**config.mk**
```make
export PLATFORM = sky130hd
export DESIGN_NAME = win_center_finder
export DESIGN_NICKNAME = d
export VERILOG_FILES = /design/src/rtl/wcf_pkg.sv /design/src/rtl/wcf_run_len.sv /design/src/rtl/wcf_phase_pick.sv /design/src/rtl/win_center_finder.sv
export SDC_FILE = /design/constraint.sdc
export NUM_CORES = 1
export LEC_CHECK = 0
export BUFFER_PORTS_ARGS = -buffer_cell sky130_fd_sc_hd__buf_4
export CAP_MARGIN = 20
export CORE_MARGIN = 10
export CORE_UTILIZATION = 42
export DETAILED_ROUTE_END_ITERATION = 16
export GPL_TIMING_DRIVEN = 1
export MAX_ROUTING_LAYER = met4
export SLEW_MARGIN = 20
export SYNTH_ARGS = -nofsm -noshare
export SYNTH_HDL_FRONTEND = slang
export SYNTH_SLANG_ARGS = --single-unit
export TNS_END_PERCENT = 1
```
**constraint.sdc**
```tcl
create_clock -name clk -period 63.4 [get_ports clk]
set_input_delay 9.51 -clock clk [delete_from_list [all_inputs] [get_ports clk]]
set_output_delay 9.51 -clock clk [all_outputs]
set_load 0.05 [all_outputs]
```
**src/rtl/wcf_pkg.sv**
```systemverilog
package wcf_pkg;
    typedef enum logic {ST_IDLE = 1'b0, ST_SCAN = 1'b1} wcf_state_e;
    localparam logic [7:0] PHASE_FAIL = 8'hFF;
endpackage

```
**src/rtl/wcf_run_len.sv**
```systemverilog
// Length of the run of set bits starting at position pos_i.
module wcf_run_len #(
    parameter int NTAPS = 32,
    localparam int CNT_W = $clog2(NTAPS + 1)
) (
    input  logic [NTAPS-1:0] map_i,
    input  logic [CNT_W-1:0] pos_i,
    output logic [CNT_W-1:0] len_o
);
    logic [NTAPS-1:0] shifted;
    logic             stop;

    always_comb begin
        shifted = map_i >> pos_i;
        len_o   = '0;
        stop    = 1'b0;
        for (int i = 0; i < NTAPS; i++) begin
            if (!stop && shifted[i]) begin
                len_o = len_o + 1'b1;
            end else begin
                stop = 1'b1;
            end
        end
    end
endmodule

```
**src/rtl/wcf_phase_pick.sv**
```systemverilog
// Chooses the tap inside the best window.
module wcf_phase_pick #(
    parameter int NTAPS = 32,
    localparam int CNT_W = $clog2(NTAPS + 1),
    localparam int IDX_W = $clog2(NTAPS)
) (
    input  logic [CNT_W-1:0] start_i,
    input  logic [CNT_W-1:0] len_i,
    output logic [IDX_W-1:0] phase_o
);
    logic [CNT_W:0] sum;

    always_comb begin
        if (start_i == '0) begin
            sum = {1'b0, start_i} + {1'b0, len_i / 3};
        end else begin
            sum = {1'b0, start_i} + {1'b0, len_i >> 1};
        end
        phase_o = sum[IDX_W-1:0];
    end
endmodule

```
**src/rtl/win_center_finder.sv**
```systemverilog
module win_center_finder #(
    parameter int NTAPS       = 32,
    parameter int EARLY_LEN   = 8,
    parameter int EARLY_START = 4
) (
    input  logic             clk,
    input  logic             rst_n,
    input  logic             start_i,
    input  logic [31:0]      map_i,
    output logic [7:0]       start_o,
    output logic [7:0]       maxlen_o,
    output logic [7:0]       phase_o,
    output logic             err_o,
    output logic             done_o
);
    import wcf_pkg::*;

    localparam int CNT_W = $clog2(NTAPS + 1);
    localparam int IDX_W = $clog2(NTAPS);

    typedef struct packed {
        wcf_state_e       state;
        logic [NTAPS-1:0] map;
        logic [CNT_W-1:0] pos;
        logic [CNT_W-1:0] best_start;
        logic [CNT_W-1:0] best_len;
        logic [7:0]       res_start;
        logic [7:0]       res_len;
        logic [7:0]       res_phase;
        logic             res_err;
        logic             done;
    } regs_t;

    regs_t r_q, r_d;

    logic [CNT_W-1:0] run_len;
    logic [CNT_W-1:0] cand_start;
    logic [CNT_W-1:0] cand_len;
    logic [IDX_W-1:0] cand_phase;
    logic [CNT_W:0]   next_pos;
    logic             finish;

    wcf_run_len #(.NTAPS(NTAPS)) u_run (
        .map_i (r_q.map),
        .pos_i (r_q.pos),
        .len_o (run_len)
    );

    wcf_phase_pick #(.NTAPS(NTAPS)) u_pick (
        .start_i (cand_start),
        .len_i   (cand_len),
        .phase_o (cand_phase)
    );

    always_comb begin
        r_d        = r_q;
        r_d.done   = 1'b0;
        cand_start = r_q.best_start;
        cand_len   = r_q.best_len;
        if (run_len > r_q.best_len) begin
            cand_start = r_q.pos;
            cand_len   = run_len;
        end
        next_pos = {1'b0, r_q.pos} + ((run_len == '0) ? {{CNT_W{1'b0}}, 1'b1} : {1'b0, run_len});
        finish   = (next_pos >= NTAPS) ||
                   ((run_len >= EARLY_LEN) && (cand_start < EARLY_START));

        case (r_q.state)
            ST_IDLE: begin
                if (start_i) begin
                    r_d.state      = ST_SCAN;
                    r_d.map        = map_i[NTAPS-1:0];
                    r_d.pos        = '0;
                    r_d.best_start = '0;
                    r_d.best_len   = '0;
                end
            end
            default: begin
                r_d.best_start = cand_start;
                r_d.best_len   = cand_len;
                r_d.pos        = next_pos[CNT_W-1:0];
                if (finish) begin
                    r_d.state = ST_IDLE;
                    r_d.done  = 1'b1;
                    if (cand_len == '0) begin
                        r_d.res_err   = 1'b1;
                        r_d.res_start = '0;
                        r_d.res_len   = '0;
                        r_d.res_phase = PHASE_FAIL;
                    end else begin
                        r_d.res_err   = 1'b0;
                        r_d.res_start = 8'(cand_start);
                        r_d.res_len   = 8'(cand_len);
                        r_d.res_phase = 8'(cand_phase);
                    end
                end
            end
        endcase
    end

    always_ff @(posedge clk or negedge rst_n) begin
        if (!rst_n) begin
            r_q <= '0;
        end else begin
            r_q <= r_d;
        end
    end

    assign start_o  = r_q.res_start;
    assign maxlen_o = r_q.res_len;
    assign phase_o  = r_q.res_phase;
    assign err_o    = r_q.res_err;
    assign done_o   = r_q.done;

    // a strobe during a scan leaves the captured map alone
    assert_ignore_start_R1: assert property (@(posedge clk) disable iff (!rst_n)
        (r_q.state == ST_SCAN && start_i) |=> $stable(r_q.map));

    // a nonzero run can only begin on a passing tap
    assert_run_on_pass_R2: assert property (@(posedge clk) disable iff (!rst_n)
        (r_q.state == ST_SCAN && run_len != '0) |-> r_q.map[r_q.pos[IDX_W-1:0]]);

    // the best length never shrinks during a scan
    assert_best_grows_R3: assert property (@(posedge clk) disable iff (!rst_n)
        (r_q.state == ST_SCAN && $past(r_q.state) == ST_SCAN) |->
        (r_q.best_len >= $past(r_q.best_len)));

    // the chosen tap lies inside the reported window
    assert_phase_in_run_R5: assert property (@(posedge clk) disable iff (!rst_n)
        (done_o && !err_o) |-> ((phase_o >= start_o) &&
                                ({1'b0, phase_o} < ({1'b0, start_o} + {1'b0, maxlen_o}))));

    // the error result carries the failure code and empty window
    assert_err_result_R6: assert property (@(posedge clk) disable iff (!rst_n)
        err_o |-> (phase_o == PHASE_FAIL && maxlen_o == 8'd0 && start_o == 8'd0));

    // done never lasts two cycles
    assert_done_pulse_R7: assert property (@(posedge clk) disable iff (!rst_n)
        done_o |=> !done_o);

    // results hold between completions
    assert_hold_R7: assert property (@(posedge clk) disable iff (!rst_n)
        !done_o |-> $stable(phase_o));
endmodule

```
-- After elaboration in Yosys (flattened, before gate mapping)
Index checks and enable logic that the tools add are counted.
- div/mod/pow operators: 1
- order comparisons: 4
- $add $sub $neg: 34
- multiplexer cells: 74
- bitwise operators: 1
- reductions and logical operators: 69
- shifts and indexed selects: 1
- operator list (operator ; count):
    2-to-1 mux 6 bit ; 34
    adder 6 x 1 -> 6 bit, second input constant ; 31
    2-to-1 mux 51 bit ; 1
    2-to-1 mux 1 bit ; 36
    divider 6 x 2 -> 32 bit, second input constant ; 1
    logical AND 1 bit ; 32
    right shift 32 x 6 -> 32 bit ; 1
    zero test 1 bit ; 30
    2-to-1 mux 23 bit ; 1
    zero test 6 bit ; 3
    2-to-1 mux 18 bit ; 1
    adder 5 bit ; 2
    adder 6 x 6 -> 7 bit ; 1
    >= comparator 7 x 6 -> 1 bit, second input constant ; 1
    >= comparator 6 x 4 -> 1 bit, second input constant ; 1
    greater-than comparator 6 bit ; 1
    less-than comparator 6 x 3 -> 1 bit, second input constant ; 1
    2-to-1 mux 5 bit ; 1
    AND reduction 2 bit ; 2
    nonzero test 2 bit ; 1
    logical OR 1 bit ; 1
    inverter 1 bit ; 1
- bits of input ports: 35
- word-level logic and storage cells: 194
- output and inout bits: 26
- flip-flop bits (word level): 75

-- Longest topological paths before layout
- depth in word-level cells: 100
- depth in mapped cells: 142

-- Modules after synthesis
Synthesis repeated with hierarchy kept, for this count alone.
- cells, all modules: 1268
- area, all modules: 10467.5 um^2
- modules (own cells, without submodules) (module ; cells an instance ; area an instance (um^2) ; times used):
    wcf_run_len ; 883 ; 6362.4 ; 1
    win_center_finder ; 301 ; 3527.1 ; 1
    wcf_phase_pick ; 84 ; 578.1 ; 1

-- Worst setup path after synthesis
No wires, ideal clock.
- kind: reg-to-reg
- start: reg r_q[38] (netlist name)
- end: reg r_q, in the netlist phase_o[4]
- library setup time: 0.083 ns
- path slack: 38.658 ns
- cell stages (with the launch flop): 140
- data required time: 63.317 ns
- arrival time: 24.659 ns
- buffers on the path: 5
- cell sequence: dfrtp_1 > buf_6 > buf_6 > buf_6 > mux2_2 > a222oi_1 > nand3_1 > a211o_1 > o21a_1 > ha_1 > o21a_1 > ha_1 > mux2_2 > ha_1 > nand2_1 > a21oi_1 > o21a_1 > ha_1 > [104 not listed] > inv_1 > ha_1 > inv_1 > nor2_1 > a311oi_1 > nand3_1 > a31oi_1 > o211ai_1 > ha_1 > inv_1 > fa_1 > inv_1 > a21o_1 > a21oi_1 > xnor2_1 > xnor2_1 > nor2_1 > o21ai_0
- longest elaborated chain between the ends: 99
- elaborated cells between the ends (all ways): 175
- those cells by class: 34 x add/sub; 1 x div; 4 x order compare; 1 x shift; 68 x mux; 67 x reduce/logical
- ends and longest elaborated chain (element ; line ; text):
    start: declaration ; win_center_finder.sv:34 ; regs_t r_q, r_d;
    start signal: assignment ; win_center_finder.sv:105 ; r_q <= r_d;
    parallel branches: the longest is 99 deep, another holds adder 6 x 1 -> 6 bit ; n/a ;
Several ways; the timed one is not identified.
A chain may end at the register's enable or synchronous reset.

-- Worst setup path in the final report
Same ends and word-level chain as after synthesis.

==> impl_metrics.tcl <==
set metrics [dict create \
    cts_buffers 9 \
    status "complete, no violations" \
    ys_types 102 \
    grt_first_pass_wirelength_mm 52.8 \
    yosysMostFrequentCell "nand2_1" \
    max-cap-violations 0 \
    finalHoldViolations 0 \
    die_x_um 183 \
    synth_seq_cells 70 \
    dp_hpwl_mm 25.1 \
    clockBufferDepth 2 \
    areaGrowthSynthToFinish_pct 6.46 \
    synth_area_um2 11200 \
    avgSynthCellArea_um2 8.27 \
    fmax_ghz 0.0364 \
    start_util 0.427 \
    yosysWarningCount 0 \
    clockRootBuffer "clkbuf_16" \
    top_usage_layer "met2" \
    num_rows 59 \
    synthArstFlopShare 1.00 \
    timing.final.crit_share 0.433 \
    cts_setup_buffers 0 \
    design.die.area_um2 33500 \
    drc_errors 0 \
    fin_area_um2 11900 \
    dp_slack_ns 36.33 \
    postCtsHoldBufs 0 \
    holdWs_ns 0.484 \
    post_dp_cell_area_um2 11600 \
    path_class "register to register" \
    endpoint_kind "register" \
    wl_per_cell_um 19.4 \
    synthTopCellsByCount "152 x nand2_1, 99 x nor2_1, 70 x dfrtp_1, 68 x mux2_2, 60 x mux2i_1" \
    core_area_um2 26100 \
    drt-vias-per-instance 6.07 \
    drt_iter0_markers 834 \
    dr_total_vias 10162 \
    maxSlewViolCount 0 \
    path_clk_slew_ns 0.06 \
    worst-path-max-fanout 46 \
    grt_pass1_vias 9649 \
    antenna_found_initial 0 \
    nets 1417 \
    synthFlopType "dfrtp_1" \
    grt_use_total 0.194 \
    grt_use_met2 0.295 \
    worstSkewPairLatency_ns 0.34 \
    synth_top_area_share 0.157 \
    cts_resized 0 \
    cp.arrival_ns 27.73 \
    netlist_top_cells_area "dfrtp_1 16%, mux2_2 6.9%, mux4_2 6.9%, mux2i_1 5.4%, ha_1 5.3%" \
    tightestPinTransition_ns 0.908 \
    max_stage_delay_ns 0.68 \
    die_h_um 183 \
    synthCells 1350 \
    hold_path.class "register to register" \
    yosysTopAreaCell "dfrtp_1" \
    rsz0062_at_grt "no" \
    setup_viol 0 \
    gr-total-overflow 0 \
    clock-sinks 70 \
    fin_ws_ns 35.92 \
    use_met3 0.0235 \
    synth_edf_count 0 \
    tns_ns 0 \
    cpMaxStageDelayCell "dfrtp_4" \
    r2r-start "r_q[38]" \
    diodes 0 \
    routed_wl_mm 32.4 \
    startpoint_type "register" \
    drive_gt1_frac 0.183 \
    gp_congestion 0.928 \
    io-pin-count 61 \
    dr.pass1.iters 5 \
    holdCritStartpoint "start_o[3]" \
    period_needed_ns 27.48 \
    ant_nets 0 \
    grt_max_degree 71 \
    h-tree-depth 3 \
    io_buffers 56 \
    cp_common_cell "ha_1" \
    cts_tree "built" \
    worstPathRequired_ns 63.65 \
    slew_headroom 0.394 \
    crit_start "r_q[38]" \
    use_met1 0.271 \
    yosysSeqAreaShare 0.157 \
    finalClockSkew_ns 0.00758 \
]
[cells by family after synthesis]
kind of cell / after synthesis / synth area share
AND/OR/NAND/NOR: 524 / 0.235
flip-flops: 70 / 0.157
other: 1 / 0.000336
AO/OA/AOI/OAI: 278 / 0.180
XOR/XNOR: 94 / 0.0949
buffers and inverters: 159 / 0.0697
adder cells (fa/ha/maj): 58 / 0.0643
multiplexers: 166 / 0.199
[placed cells by master (no fill, tap or decap), drive strengths merged, types with 10 or more instances in the layout]
cell type and n:
a21o 13, a21oi 45, a22oi 18, and2 21, and3 21, buf 69
clkbuf 11, dfrtp 70, ha 47, inv 61, mux2 68, mux2i 63
mux4 35, nand2 153, nand2b 28, nand3 54, nand4 19, nor2 99
nor2b 18, nor3 47, nor4 10, o211ai 10, o21a 16, o21ai 59
o31ai 27, or2 15, or3 11, xnor2 54, xor2 30
[state kept, by name, indices dropped and copies added (netlist names)]
signal,cells
maxlen_o,6
r_q,51
start_o,6
done_o,1
phase_o,6
[path summary, 6_finish.rpt]
check                              to  slack (ns)  cells after the start
min reg2reg                start_o[3]        0.48                      2
min                        start_o[3]        0.48                      2
max reg2reg                phase_o[4]       35.92                    136
min in group asynchronous     r_q[56]        9.29                      1
max                        phase_o[4]       35.92                    136
max in group asynchronous     r_q[38]       53.40                      1
[layer usage]
layer / vias up / share of wire
li1: 4897 / -
met1: 4913 / 0.49
met2: 319 / 0.44
met3: 33 / 0.054
met4: 0 / 0.014
met5: - / 0
[per-stage QoR]
| stage | instances | util |
|---|---|---|
| after floorplan | 1353 | - |
| after global placement | 1657 | 0.443 |
| after detailed placement | 1657 | 0.443 |
| after CTS | 1673 | 0.455 |
| after global routing | 1673 | 0.455 |
| final | 1673 | 0.455 |
[worst max-delay path, delay by kind of cell (launching register included)]
family                     cells  cell delay, ns
buffers and inverters         15            2.01
xor gates and xnor gates       3            0.57
and+or+nand+nor               21            1.99
muxes                         16            3.75
AOI/OAI and AO/OA             45            7.40
DFF                            1            0.68
adders and majority gates     36           10.99
[final cells by class]
cell class	count	area (µm²)
multi-input combinational	1124	8660
fill	2621	14200
inverter	59	221
timing repair buffer	69	518
sequential	70	1760
tap	335	419
clock inverter	5	63.8
clock buffer	11	253
Power is not shown: default switching activity piles up to over one toggle a cycle in this logic, so the estimate is an artifact.
